[src/rtl/phyctl_pkg.sv]
package phyctl_pkg;

   // Sequencer phase within one strobe handshake
   typedef enum logic [2:0] {
      PH_IDLE  = 3'd0,
      PH_SETUP = 3'd1,
      PH_RISE  = 3'd2,
      PH_FALL  = 3'd3,
      PH_END   = 3'd4
   } hs_phase_e;

   // Handshake step; value is the strobe index it raises
   typedef enum logic [1:0] {
      STEP_ADDR  = 2'd0,
      STEP_DATA  = 2'd1,
      STEP_READ  = 2'd2,
      STEP_WRITE = 2'd3
   } hs_step_e;

   localparam int unsigned NUM_STROBES = 4;

   // Step that follows a completed handshake; STEP_ADDR means "no more"
   function automatic hs_step_e follow_step(input hs_step_e cur, input logic is_wr);
      hs_step_e nxt;
      unique case (cur)
         STEP_ADDR: nxt = is_wr ? STEP_DATA : STEP_READ;
         STEP_DATA: nxt = STEP_WRITE;
         default:   nxt = STEP_ADDR;
      endcase
      return nxt;
   endfunction

endpackage

[src/rtl/phyctl_sync.sv]
module phyctl_sync #(
   parameter int unsigned STAGES = 2,
   parameter int unsigned WIDTH  = 1
) (
   input  logic             clk,
   input  logic             rst_n,
   input  logic [WIDTH-1:0] d_async,
   output logic [WIDTH-1:0] q_sync
);

   generate
      if (STAGES < 2) begin : g_bad_depth
         $error("phyctl_sync: STAGES must be at least 2");
      end
   endgenerate

   logic [WIDTH-1:0] chain [STAGES];

   generate
      for (genvar s = 0; s < STAGES; s++) begin : g_stage
         if (s == 0) begin : g_first
            always_ff @(posedge clk or negedge rst_n) begin
               if (!rst_n) chain[s] <= '0;
               else        chain[s] <= d_async;
            end
         end else begin : g_rest
            always_ff @(posedge clk or negedge rst_n) begin
               if (!rst_n) chain[s] <= '0;
               else        chain[s] <= chain[s-1];
            end
         end
      end
   endgenerate

   assign q_sync = chain[STAGES-1];

endmodule

[src/rtl/phyctl_wait_tmr.sv]
module phyctl_wait_tmr #(
   parameter int unsigned CNT_W = 16
) (
   input  logic             clk,
   input  logic             rst_n,
   input  logic             clr,
   input  logic             run,
   input  logic [CNT_W-1:0] limit,
   output logic             expired
);

   generate
      if (CNT_W < 1 || CNT_W > 32) begin : g_bad_width
         $error("phyctl_wait_tmr: CNT_W out of range");
      end
   endgenerate

   logic [CNT_W-1:0] cnt_q;

   always_ff @(posedge clk or negedge rst_n) begin
      if (!rst_n)                        cnt_q <= '0;
      else if (clr)                      cnt_q <= '0;
      else if (run && (cnt_q < limit))   cnt_q <= cnt_q + 1'b1;
   end

   assign expired = run && (cnt_q >= limit);


   cnt_cap_chk: assert property (@(posedge clk) disable iff (!rst_n)
      (run && $past(run) && !$past(clr) && $stable(limit) && ($past(cnt_q) <= $past(limit)))
         |-> (cnt_q <= limit));


   expire_stays_chk: assert property (@(posedge clk) disable iff (!rst_n)
      ($past(expired) && !$past(clr) && run && $stable(limit)) |-> expired);

endmodule

[src/rtl/phyctl_seq.sv]
module phyctl_seq
   import phyctl_pkg::*;
#(
   parameter int unsigned ADDR_W = 16,
   parameter int unsigned DATA_W = 16
) (
   input  logic                   clk,
   input  logic                   rst_n,
   input  logic                   start,
   input  logic                   is_write,
   input  logic [ADDR_W-1:0]      addr,
   input  logic [DATA_W-1:0]      wdata,
   input  logic                   ack_s,
   input  logic [DATA_W-1:0]      dout,
   input  logic                   expired,
   output logic [DATA_W-1:0]      din,
   output logic [NUM_STROBES-1:0] stb,
   output logic                   busy,
   output logic                   done,
   output logic [DATA_W-1:0]      rd_data,
   output logic                   err,
   output logic                   tmr_clr,
   output logic                   tmr_run
);

   hs_phase_e             phase_q, phase_d;
   hs_step_e              step_q,  step_d;
   logic                  wr_q;
   logic [ADDR_W-1:0]     addr_q;
   logic [DATA_W-1:0]     wdata_q;
   logic [DATA_W-1:0]     din_q,   din_d;
   logic [NUM_STROBES-1:0] stb_q,  stb_d;
   logic [DATA_W-1:0]     rd_q;
   logic                  err_q;
   logic                  accept;
   logic                  rise_ok, fall_ok;
   logic                  rise_miss, fall_miss;
   hs_step_e              step_after;

   assign accept     = (phase_q == PH_IDLE) && start;
   assign rise_ok    = (phase_q == PH_RISE) && ack_s;
   assign fall_ok    = (phase_q == PH_FALL) && !ack_s;
   assign rise_miss  = (phase_q == PH_RISE) && !ack_s && expired;
   assign fall_miss  = (phase_q == PH_FALL) && ack_s && expired;
   assign step_after = follow_step(step_q, wr_q);

   // Phase and step sequencing
   always_comb begin
      phase_d = phase_q;
      step_d  = step_q;
      unique case (phase_q)
         PH_IDLE: begin
            if (start) begin
               phase_d = PH_SETUP;
               step_d  = STEP_ADDR;
            end
         end
         PH_SETUP: phase_d = PH_RISE;
         PH_RISE: begin
            if (rise_ok || rise_miss) phase_d = PH_FALL;
         end
         PH_FALL: begin
            if (fall_ok || fall_miss) begin
               if (step_after == STEP_ADDR) begin
                  phase_d = PH_END;
               end else begin
                  phase_d = PH_SETUP;
                  step_d  = step_after;
               end
            end
         end
         PH_END:  phase_d = PH_IDLE;
         default: phase_d = PH_IDLE;
      endcase
   end

   // Data-in value prepared on entry to a setup phase
   always_comb begin
      din_d = din_q;
      if (phase_d == PH_SETUP && phase_q != PH_SETUP) begin
         unique case (step_d)
            STEP_ADDR: din_d = DATA_W'(addr);
            STEP_DATA: din_d = wdata_q;
            default:   din_d = '0;
         endcase
      end
   end

   // Strobe for the next cycle: only the current step's strobe, only in RISE
   always_comb begin
      stb_d = '0;
      if (phase_d == PH_RISE) stb_d[step_d] = 1'b1;
   end

   always_ff @(posedge clk or negedge rst_n) begin
      if (!rst_n) begin
         phase_q <= PH_IDLE;
         step_q  <= STEP_ADDR;
         wr_q    <= 1'b0;
         addr_q  <= '0;
         wdata_q <= '0;
         din_q   <= '0;
         stb_q   <= '0;
         rd_q    <= '0;
         err_q   <= 1'b0;
      end else begin
         phase_q <= phase_d;
         step_q  <= step_d;
         din_q   <= din_d;
         stb_q   <= stb_d;
         if (accept) begin
            wr_q    <= is_write;
            addr_q  <= addr;
            wdata_q <= wdata;
            err_q   <= 1'b0;
         end else if (rise_miss || fall_miss) begin
            err_q   <= 1'b1;
         end
         if ((phase_q == PH_RISE) && (step_q == STEP_READ) && (ack_s || expired))
            rd_q <= dout;
      end
   end

   assign din     = din_q;
   assign stb     = stb_q;
   assign busy    = (phase_q != PH_IDLE);
   assign done    = (phase_q == PH_END);
   assign rd_data = rd_q;
   assign err     = err_q;
   assign tmr_clr = (phase_d != phase_q);
   assign tmr_run = (phase_q == PH_RISE) || (phase_q == PH_FALL);


   one_strobe_chk: assert property (@(posedge clk) disable iff (!rst_n)
      $onehot0(stb_q));


   setup_before_rise_chk: assert property (@(posedge clk) disable iff (!rst_n)
      $rose(|stb_q) |-> $stable(din_q));


   din_hold_chk: assert property (@(posedge clk) disable iff (!rst_n)
      ((|stb_q) && $past(|stb_q)) |-> $stable(din_q));


   strobe_hold_chk: assert property (@(posedge clk) disable iff (!rst_n)
      ((|stb_q) && !ack_s && !expired) |=> (stb_q == $past(stb_q)));


   no_rise_while_ack_chk: assert property (@(posedge clk) disable iff (!rst_n)
      ((phase_q == PH_FALL) && ack_s && !expired) |=> (stb_q == '0));


   err_cause_chk: assert property (@(posedge clk) disable iff (!rst_n)
      $rose(err_q) |-> $past(expired));


   done_pulse_chk: assert property (@(posedge clk) disable iff (!rst_n)
      done |=> (!done && !busy));


   done_busy_chk: assert property (@(posedge clk) disable iff (!rst_n)
      done |-> busy);


   cmd_hold_chk: assert property (@(posedge clk) disable iff (!rst_n)
      (busy && $past(busy)) |-> ($stable(addr_q) && $stable(wdata_q) && $stable(wr_q)));

endmodule

[src/rtl/phyctl_hs_master.sv]
module phyctl_hs_master
   import phyctl_pkg::*;
#(
   parameter int unsigned ADDR_W      = 16,
   parameter int unsigned DATA_W      = 16,
   parameter int unsigned WAIT_W      = 16,
   parameter int unsigned SYNC_STAGES = 2
) (
   input  logic              clk,
   input  logic              rst_n,
   input  logic              cmd_start,
   input  logic              cmd_write,
   input  logic [ADDR_W-1:0] cmd_addr,
   input  logic [DATA_W-1:0] cmd_wdata,
   input  logic [WAIT_W-1:0] cfg_wait_limit,
   output logic              busy,
   output logic              done,
   output logic [DATA_W-1:0] rd_data,
   output logic              cmd_err,
   output logic [DATA_W-1:0] bus_din,
   output logic              stb_addr,
   output logic              stb_data,
   output logic              stb_rd,
   output logic              stb_wr,
   input  logic              bus_ack,
   input  logic [DATA_W-1:0] bus_dout
);

   generate
      if (ADDR_W > DATA_W) begin : g_bad_addr
         $error("phyctl_hs_master: ADDR_W must not exceed DATA_W");
      end
      if (SYNC_STAGES < 2) begin : g_bad_sync
         $error("phyctl_hs_master: SYNC_STAGES must be at least 2");
      end
   endgenerate

   logic                   ack_s;
   logic                   expired;
   logic                   tmr_clr;
   logic                   tmr_run;
   logic [NUM_STROBES-1:0] stb;

   phyctl_sync #(
      .STAGES (SYNC_STAGES),
      .WIDTH  (1)
   ) u_ack_sync (
      .clk     (clk),
      .rst_n   (rst_n),
      .d_async (bus_ack),
      .q_sync  (ack_s)
   );

   phyctl_wait_tmr #(
      .CNT_W (WAIT_W)
   ) u_wait_tmr (
      .clk     (clk),
      .rst_n   (rst_n),
      .clr     (tmr_clr),
      .run     (tmr_run),
      .limit   (cfg_wait_limit),
      .expired (expired)
   );

   phyctl_seq #(
      .ADDR_W (ADDR_W),
      .DATA_W (DATA_W)
   ) u_seq (
      .clk      (clk),
      .rst_n    (rst_n),
      .start    (cmd_start),
      .is_write (cmd_write),
      .addr     (cmd_addr),
      .wdata    (cmd_wdata),
      .ack_s    (ack_s),
      .dout     (bus_dout),
      .expired  (expired),
      .din      (bus_din),
      .stb      (stb),
      .busy     (busy),
      .done     (done),
      .rd_data  (rd_data),
      .err      (cmd_err),
      .tmr_clr  (tmr_clr),
      .tmr_run  (tmr_run)
   );

   assign stb_addr = stb[STEP_ADDR];
   assign stb_data = stb[STEP_DATA];
   assign stb_rd   = stb[STEP_READ];
   assign stb_wr   = stb[STEP_WRITE];


   data_needs_addr_chk: assert property (@(posedge clk) disable iff (!rst_n)
      $rose(stb_data) |-> busy);


   err_clear_on_accept_chk: assert property (@(posedge clk) disable iff (!rst_n)
      ($past(cmd_start) && !$past(busy)) |-> !cmd_err);


   busy_after_start_chk: assert property (@(posedge clk) disable iff (!rst_n)
      (cmd_start && !busy) |=> busy);

endmodule

[config.mk]
export PLATFORM = sky130hd
export DESIGN_NAME = phyctl_hs_master
export DESIGN_NICKNAME = d
export VERILOG_FILES = /design/src/rtl/phyctl_pkg.sv /design/src/rtl/phyctl_sync.sv /design/src/rtl/phyctl_wait_tmr.sv /design/src/rtl/phyctl_seq.sv /design/src/rtl/phyctl_hs_master.sv
export SDC_FILE = /design/constraint.sdc
export NUM_CORES = 1
export LEC_CHECK = 0
export BUFFER_PORTS_ARGS = -buffer_cell sky130_fd_sc_hd__buf_2
export CORE_ASPECT_RATIO = 1.25
export CORE_UTILIZATION = 57
export CTS_CLUSTER_DIAMETER = 200
export CTS_CLUSTER_SIZE = 28
export DETAILED_ROUTE_END_ITERATION = 16
export GPL_ROUTABILITY_DRIVEN = 0
export HOLD_SLACK_MARGIN = 0.15
export PLACE_DENSITY = 0.85
export SYNTH_ARGS = -nofsm -noshare
export SYNTH_HDL_FRONTEND = slang
export SYNTH_SLANG_ARGS = --single-unit
[constraint.sdc]
create_clock -name clk -period 3.9 [get_ports clk]
set_input_delay 0.585 -clock clk [delete_from_list [all_inputs] [get_ports clk]]
set_output_delay 0.585 -clock clk [all_outputs]
set_load 0.01 [all_outputs]
==> results of run 1 <==
## placed cells by master (no fill, tap or decap), types with 4 or more instances in the layout
cell,synthesis,routed
and2_1,4,4
a21oi_1,20,20
nor2_1,34,34
buf_2,4,106
or4_1,13,13
nor2b_1,7,7
nand2_1,13,13
a32o_1,16,16
nand4_1,6,6
ha_1,17,17
mux2_2,33,33
clkbuf_8,0,11
o21a_1,5,5
buf_4,0,4
o31ai_1,13,13
nand3_1,9,9
dfrtp_1,77,77
inv_1,38,38
or3_1,4,4
o21ai_0,23,23
a31oi_1,18,18
## sequential cells by signal (all words and copies together), names as in the netlist
signal / flops
u_seq.din: 16
u_seq.stb: 4
u_seq.wdata_q: 16
u_seq.phase_q: 3
u_seq.wr_q: 1
u_wait_tmr.cnt_q: 16
u_ack_sync.q_sync: 1
u_ack_sync.chain: 1
u_seq.err: 1
u_seq.step_q: 2
u_seq.rd_data: 16
## how the worst max path moves through the flow
stage                         start                to  cells after the start
2_1_floorplan     cfg_wait_limit[5]  u_seq.rd_data[0]                     10
3_3_place_gp     cfg_wait_limit[13]      u_seq.din[1]                      9
3_5_place_dp     cfg_wait_limit[14]      u_seq.din[5]                      9
4_1_cts        u_wait_tmr.cnt_q[13]      u_seq.din[5]                      7
5_1_grt        u_wait_tmr.cnt_q[12]     u_seq.din[15]                      7
6_report       u_wait_tmr.cnt_q[13]      u_seq.din[5]                      7
## cell usage after synthesis (9+ instances only)
cell / n
a31oi_1: 18
a21oi_1: 20
nand2_1: 13
ha_1: 17
a32o_1: 16
or4_1: 13
o31ai_1: 13
nor2_1: 34
mux2_2: 33
inv_1: 38
o21ai_0: 23
nand3_1: 9
clkbuf_1: 18
dfrtp_1: 77
## critical path: cells and delay by family, from the launching register on
family | cells | cell delay (ns)
flip-flops | 1 | 0.43
AND/OR/NAND/NOR | 2 | 0.55
AO/OA/AOI/OAI | 4 | 1.62
adder cells (fa/ha/maj) | 1 | 0.33
## kinds of logic after synthesis
logic type	share of synthesized area, %
DFF	46.8
xor gates and xnor gates	0.213
muxes	9.03
buffers and inverters	6.23
adders and majority gates	5.17
AOI/OAI and AO/OA	18.9
and+or+nand+nor	13.6
## per-layer routing
| metal | up-vias | routed length [um] |
|---|---|---|
| met5 | - | 0 |
| met4 | 0 | 148 |
| met2 | 155 | 5030 |
| met3 | 14 | 592 |
| met1 | 1732 | 3590 |
| li1 | 1671 | - |
## metrics by stage
step	area (sq um)	setup slack (ns)	hold slack, ns	util [%]	cells
6_report	4860	0.890	0.345	69.7	597
5_1_grt	4860	0.735	0.334	69.7	597
4_1_cts	4860	0.920	0.334	69.7	597
3_5_place_dp	4680	0.709	0.335	67.0	581
3_3_place_gp	4680	0.773	0.334	67.0	581
2_1_floorplan	4120	1.14	0.289	-	406
## power groups by stage
| stage | Clock [W] | Sequential, W | Combinational [W] |
|---|---|---|---|
| finish | 0.000568 | 0.00132 | 0.00126 |
| global route | 0.000602 | 0.00136 | 0.00139 |
| CTS | 0.000575 | 0.00132 | 0.00126 |
| detailed placement | 0 | 0.00133 | 0.00126 |
| global placement | 0 | 0.00132 | 0.00121 |
| floorplan | 0 | 0.00134 | 0.000828 |
## area by class of cell
cell class                      instances  area, sq um
Multi-Input combinational cell        266         1930
Fill cell                             519         2110
Clock buffer                           12          155
Tap cell                               90          113
Inverter                               38          143
Sequential cell                        77         1930
Timing Repair Buffer                  110          561
Clock inverter                          4         31.3
==> metrics.txt, run 1 <==
Least-Margin Pin Slew 1.17 ns; Reg clk slew, reported paths 0.08 ns; Die Y 97.0 um; Clock Power Share 18.0%; PD cells 648 nW/um^2; grt met2 use 47.8%; CTS root buf clkbuf_8; GRT Util Overall 25.9%; Hold Path Depth 1; crit path launch type register; slowest stage delay, CP 0.68 ns; synthesis warning total 0; Final Max Slew Viols 0; grt met3 use 4.91%; number of synthesized flops with an enable pin 0; worst path cell trace ha_1 -> nand4_2 -> nor4_4 -> o221ai_2 -> a31o_2 -> o31ai_4 -> a32o_1; synthesized area per cell 10.1 sq um; met1 Use GR 29.2%; hold crit path type primary input to register; r2r setup slk 0.89 ns; Synth top area share 46.8%; worst r2r src u_wait_tmr.cnt_q[13]; Sw Ratio 38.6%; WL/cell 15.7 um; pin count of the biggest net entering global routing 78; ys flop type dfrtp_1; clk_lat worst skew 0.35 ns; Crit Path Class register to register; maximum root-to-sink buffer count 2; first-pass GRT wire length 15.4 mm; die width 78.0 um; Slowest cell on crit path o31ai_4; Power, Total 0.00315 W; asr flop ratio synth 100%; number of max-cap violations 0; CTS Buf Count 9; register bit total from synthesis 77; Worst VDD drop 0.417 mV; Critical Path Fanout Max 20; post-CTS resize count 0; hold_buf cts 0; IO buf count 107; Final Hold Violating Endpoints 0; hpwl dp 6.64 mm; sink of the worst hold path u_ack_sync.chain[1]; slew margin rel. 21.7%; Die ar. 7570 sq um; Mapped Nets 492; min-delay src bus_ack; TritonCTS clock tree built; final setup fails 0; vias in the first global route 3,481; Peak Freq 332 MHz; cell taking the most area after synthesis dfrtp_1; TNS Setup 0 ns; RSZ-0062 raised after global routing no; DRC violations left 0; Final Net Count 588; htree depth 3; drt total wl 9.36 mm; crit path time final 3.01 ns; Core Area 6980 sq um; worst r2r dst u_seq.din[5]; Flop pwr share 42.0%; Critical Path Sink Type register; io pins 108; antenna violations before repair 0; drt first pass iters 5; GR Overflow Total 0; Syn Std Cell Area 4120 sq um; Synth cell types 45; postcts setup bufs 0; post-route clock period utilization 77.2%; Via density 5.98; share of cells above drive strength 1 32.5%; crit path DAT 3.28 ns; Initial Util 59.0%; Final Skew 0.0114 ns; design internal power 0.00193 W; WP data required 4.17 ns; Lkg Pwr 2.33 nW; diodes inserted 0; outcome completed; GR peak layer met2; site row count 34; combinational share of power 40.0%; reg2reg path depth 7; Post-Synthesis Cells 406; clk sinks 77; Routed Antenna Nets 0; top post-synthesis cells by area dfrtp_1, mux2_2, ha_1, a32o_1, inv_1; Sw Pwr 0.00122 W; DRT iter0 DRCs 173; via count 3,572; sequential fraction of the synthesis area 46.8%; Area growth syn-to-layout 18.1%
No activity file was read; power rests on OpenSTA's default activity.
==> run 2: changes to the inputs <==
--- a/config.mk
+++ b/config.mk
@@ -5,15 +5,16 @@
 export SDC_FILE = /design/constraint.sdc
 export NUM_CORES = 1
 export LEC_CHECK = 0
+export ABC_AREA = 1
 export BUFFER_PORTS_ARGS = -buffer_cell sky130_fd_sc_hd__buf_2
 export CORE_ASPECT_RATIO = 1.25
-export CORE_UTILIZATION = 57
+export CORE_UTILIZATION = 53
 export CTS_CLUSTER_DIAMETER = 200
 export CTS_CLUSTER_SIZE = 28
 export DETAILED_ROUTE_END_ITERATION = 16
 export GPL_ROUTABILITY_DRIVEN = 0
 export HOLD_SLACK_MARGIN = 0.15
-export PLACE_DENSITY = 0.85
+export PLACE_DENSITY = 0.8
 export SYNTH_ARGS = -nofsm -noshare
 export SYNTH_HDL_FRONTEND = slang
 export SYNTH_SLANG_ARGS = --single-unit
==> constraint.sdc (replaced) <==
create_clock -name clk -period 2.79 [get_ports clk]
set_input_delay 0.4185 -clock clk [delete_from_list [all_inputs] [get_ports clk]]
set_output_delay 0.4185 -clock clk [all_outputs]
set_load 0.01 [all_outputs]
==> run 2 against run 1 <==
Effect of this change: core utilization shrank 4.7 points; worst setup slack worse by 0.52 ns; final cell count increased by 11%; total power rose by 40%; via count down 5.6%; non-clock buffer count unchanged; count of clock-buffer cells in the layout is 1 lower; routed wire length down 7.4%.
==> metrics.txt, run 2 <==
IO buf count 107; post-route clock period utilization 86.9%; io pins 108; Worst VDD drop 0.618 mV; drt total wl 8.66 mm; slew margin rel. 37.4%; Synth cell types 40; Lkg Pwr 2.70 nW; antenna violations before repair 0; sink of the worst hold path u_ack_sync.chain[1]; post-CTS resize count 0; CTS Buf Count 9; Final Max Slew Viols 0; Die ar. 7980 sq um; Area growth syn-to-layout 18.3%; final setup fails 0; Crit Path Class register to register; sequential fraction of the synthesis area 47.7%; WL/cell 13.0 um; Final Net Count 656; most common cell in the netlist nand2_1; smallest hold slack 0.180 ns; TritonCTS clock tree built; Mapped Nets 547; Reg clk slew, reported paths 0.07 ns; Synth top area share 47.7%; Via density 5.07; r2r setup slk 0.37 ns; Peak Freq 413 MHz; WP data required 3.02 ns; die width 80.1 um; asr flop ratio synth 100%; TNS Setup 0 ns; hold_buf cts 0; share of cells above drive strength 1 30.2%; diodes inserted 0; CTS root buf clkbuf_8; maximum root-to-sink buffer count 2; commonest non-fill, non-tap cell in the layout nand2_1; Final Skew 0.00637 ns; via count 3,373; Syn Std Cell Area 4040 sq um; RSZ-0062 raised after global routing no; GRT Util Overall 24.2%; first-pass GRT wire length 14.8 mm; worst r2r dst u_seq.din[12]; reg2reg path depth 15; register bit total from synthesis 77; htree depth 3; crit path launch type register; Synth top cells by count nand2_1, dfrtp_1, inv_1; hold crit path type primary input to register; worst r2r src u_wait_tmr.cnt_q[9]; clk sinks 77; Die Y 99.6 um; Initial Util 54.9%; DRC violations left 0; Least-Margin Pin Slew 0.939 ns; crit path time final 2.42 ns; Hold Path Depth 1; number of max-cap violations 0; PD cells 922 nW/um^2; crit path DAT 2.66 ns; cell taking the most area after synthesis dfrtp_1; Post-Synthesis Cells 461; top post-synthesis cells by area dfrtp_1, nand2_1, ha_1, nand3_1, mux2_2; most frequent cells in the layout nand2_1, buf_2, dfrtp_1; vias in the first global route 3,391; drt first pass iters 5; DRT iter0 DRCs 173; pin count of the biggest net entering global routing 78; number of synthesized flops with an enable pin 0; ys flop type dfrtp_1; min-delay src bus_ack; GR Overflow Total 0; Critical Path Fanout Max 17; Final Hold Violating Endpoints 0; synthesized area per cell 8.76 sq um; hpwl dp 6.42 mm; Core Area 7360 sq um; postcts setup bufs 0; Routed Antenna Nets 0; clk_lat worst skew 0.34 ns; Critical Path Sink Type register; site row count 35; synthesis warning total 0; outcome completed
-- run 2: cell count changes in the layout (fill, tap and decap cells not counted), moves of 13 or more --
cell | previous run | this run
a21oi_1 | 20 | 6
a31oi_1 | 18 | 1
nand2_1 | 13 | 148
or4_1 | 13 | 0
mux2_2 | 33 | 16
nand3_1 | 9 | 38
o21ai_0 | 23 | 5
a32o_1 | 16 | 0
-- run 2: layer usage --
| metal | global-route usage [%] | part of all wire, % | vias to the layer above |
|---|---|---|---|
| li1 | - | - | 1679 |
| met1 | 29.7 | 41 | 1571 |
| met2 | 40.8 | 51 | 105 |
| met3 | 4.86 | 5.5 | 18 |
| met4 | 10.9 | 2.1 | 0 |
| met5 | 0 | 0 | - |
-- run 2: worst max-delay path: stages, from the launching register on --
cell and delay [ns]:
dfrtp_1 0.42, ha_1 0.31, nand2_1 0.06, nand2_1 0.04, nand3_1 0.06, nand2_1 0.06
a21oi_2 0.20, nand3_2 0.15, nand2_1 0.10, nand2_2 0.09, a21oi_2 0.19, nor2_4 0.08
nor2_8 0.26, inv_4 0.15, nand2_1 0.08, nand2_1 0.06
-- run 2: cell type report --
| class | count | area [sq um] |
|---|---|---|
| clock inverter | 3 | 15.0 |
| tap | 92 | 115 |
| multi-input combinational | 320 | 1820 |
| clock buffer | 11 | 131 |
| fill | 644 | 2580 |
| timing repair buffer | 110 | 573 |
| sequential | 77 | 1930 |
| inverter | 52 | 198 |
-- run 2: worst max path at each step --
stage                               from                to  cells after the start
finish               u_wait_tmr.cnt_q[9]     u_seq.din[12]                     15
global route        u_wait_tmr.cnt_q[11]     u_seq.din[12]                     12
CTS                 u_wait_tmr.cnt_q[13]      u_seq.din[2]                     13
detailed placement    cfg_wait_limit[15]     u_seq.din[12]                     15
global placement      cfg_wait_limit[13]      u_seq.din[2]                     15
floorplan             cfg_wait_limit[15]  u_seq.rd_data[0]                      9
-- run 2: cell families after synthesis --
logic type / synth area share, %
adder cells (fa/ha/maj): 5.26
flip-flops: 47.7
XOR/XNOR: 2.17
multiplexers: 4.46
AO/OA/AOI/OAI: 4.74
AND/OR/NAND/NOR: 28.4
buffers and inverters: 7.25
-- run 2: through the flow --
step                      instance area [sq um]  total power (W)  setup slack [ns]  utilization (%)  cells
after floorplan                            4040          0.00320             0.586                -    461
after global placement                     4630          0.00368             0.286             63.0    651
after detailed placement                   4630          0.00375             0.224             63.0    651
after CTS                                  4780          0.00444             0.347             65.0    665
after global routing                       4780          0.00476             0.120             65.0    665
final                                      4780          0.00441             0.366             65.0    665
-- run 2: where the power goes --
part           switching [W]  total (W)  leakage, nW  internal (W)
combinational        0.00124    0.00200         1.63      0.000764
sequential          0.000225    0.00173        0.991       0.00150
clock               0.000368   0.000677       0.0788      0.000309
total                0.00183    0.00441         2.70       0.00258
==> run 3: changes to the inputs <==
--- a/config.mk
+++ b/config.mk
@@ -13,6 +13,7 @@
 export CTS_CLUSTER_SIZE = 28
 export DETAILED_ROUTE_END_ITERATION = 16
 export GPL_ROUTABILITY_DRIVEN = 0
+export GPL_TIMING_DRIVEN = 0
 export HOLD_SLACK_MARGIN = 0.15
 export PLACE_DENSITY = 0.8
 export SYNTH_ARGS = -nofsm -noshare
==> run 3 against run 2 <==
Effect of this change: via count down 0.71%; worst hold slack worse by 0.0020 ns; global-route usage down 0.55 points; sequential share of layout area shrank 1.3 points; critical endpoint is now u_seq.rd_data[5].
==> metrics.txt, run 3 (synthesized netlist as in run 2, its figures left out) <==
Initial Util 54.9%; grt met2 use 39.1%; Critical Path Sink Type register; slew margin rel. 67.3%; grt met3 use 4.95%; Final WS setup 0.339 ns; Reg clk slew, reported paths 0.08 ns; Place WS 0.165 ns; diodes inserted 0; IO buf count 107; RSZ-0062 raised after global routing no; post-layout util 67.1%; antenna violations before repair 0; crit path time final 2.45 ns; Final Max Slew Viols 0; htree depth 3; DRT iter0 DRCs 117; GRT Util Overall 23.6%; Final Hold Violating Endpoints 0; TNS Setup 0 ns; pin count of the biggest net entering global routing 49; post-route clock period utilization 87.8%; outcome completed; final setup fails 0; number of max-cap violations 0; Non-Filler Instances 678; die width 80.1 um; Lkg Pwr 2.78 nW; CTS root buf clkbuf_8; commonest non-fill, non-tap cell in the layout nand2_1; Die ar. 7980 sq um; TritonCTS clock tree built; post-CTS resize count 0; Routed Antenna Nets 0; Critical Path Fanout Max 10; met1 Use GR 29.9%; hpwl dp 6.58 mm; Area growth syn-to-layout 22.2%; clk_lat worst skew 0.34 ns; most frequent cells in the layout nand2_1, buf_2, dfrtp_1; Peak Freq 408 MHz; PD cells 951 nW/um^2; first-pass GRT wire length 14.6 mm; Least-Margin Pin Slew 0.490 ns; Via density 4.94; Cells after DPL 661; crit path launch type register; Die Y 99.6 um; Final Skew 0.0113 ns; via count 3,349; WP data required 3.02 ns; crit path DAT 2.68 ns; smallest hold slack 0.178 ns; drt total wl 8.52 mm; Crit Path Class register to register; vias in the first global route 3,355; WL/cell 12.6 um; io pins 108; maximum root-to-sink buffer count 2; drt first pass iters 4; site row count 35; Final Net Count 667; clk sinks 77; hold crit path type primary input to register; GR peak layer met2; Worst VDD drop 0.582 mV; CTS Buf Count 9; share of cells above drive strength 1 31.1%; GR Overflow Total 0; Core Area 7360 sq um; DRC violations left 0
==> run 3: cell count changes in the layout (fill, tap and decap cells not counted), sizes merged <==
cell         previous run  this run
dlygate4sd3             0         1
clkbuf                 11        13
bufinv                  0         2
buf                   110       118
==> run 3: path summary, 6_finish.rpt <==
| path | start | end | slack [ns] | cells past startpoint |
|---|---|---|---|---|
| setup / recovery | u_wait_tmr.cnt_q[15] | u_seq.rd_data[5] | 0.34 | 8 |
| hold / removal | bus_ack | u_ack_sync.chain[1] | 0.18 | 1 |
| setup reg to reg | u_wait_tmr.cnt_q[15] | u_seq.rd_data[5] | 0.34 | 8 |
| hold reg to reg | u_ack_sync.chain[1] | u_ack_sync.q_sync | 0.35 | 0 |
| max in group asynchronous | rst_n | u_seq.rd_data[13] | 1.69 | 3 |
| min in group asynchronous | rst_n | u_seq.din[11] | 0.54 | 2 |
==> run 3: repair_timing <==
action                    4_1_cts  5_1_grt
setup buffers                   0        0
hold buffers                    1        0
hold endpoints to repair       29        0
==> run 3: per-stage QoR <==
step                cell area (sq um)  total power [W]
finish                           4940          0.00470
global route                     4940          0.00508
CTS                              4940          0.00473
detailed placement               4720          0.00383
global placement                 4690          0.00376
floorplan                        4040          0.00320
==> run 3: cell type report <==
cell class / instances / area, sq um
Buffer: 12 / 95.1
Clock buffer: 11 / 131
Clock inverter: 5 / 75.1
Fill cell: 628 / 2420
Inverter: 52 / 198
Multi-Input combinational cell: 320 / 1820
Sequential cell: 77 / 1930
Tap cell: 92 / 115
Timing Repair Buffer: 109 / 576
==> run 3: layer usage <==
layer	wire, um	share of wire [%]
met5	0	0
met3	435	5.1
met4	180	2.1
met2	4210	49
met1	3700	43
==> run 3: critical path, stage by stage, from the launching register on <==
cell and delay (ns):
dfrtp_1 0.41, ha_1 0.32, a21oi_1 0.15, o21ai_1 0.09, a21oi_2 0.21, nand3_2 0.17, o211ai_2 0.37, buf_4 0.26
mux2_2 0.35
==> run 3: power breakdown <==
group	internal [W]	switching, W
registers	0.00150	0.000228
clock network	0.000500	0.000381
logic	0.000841	0.00124
total	0.00284	0.00185
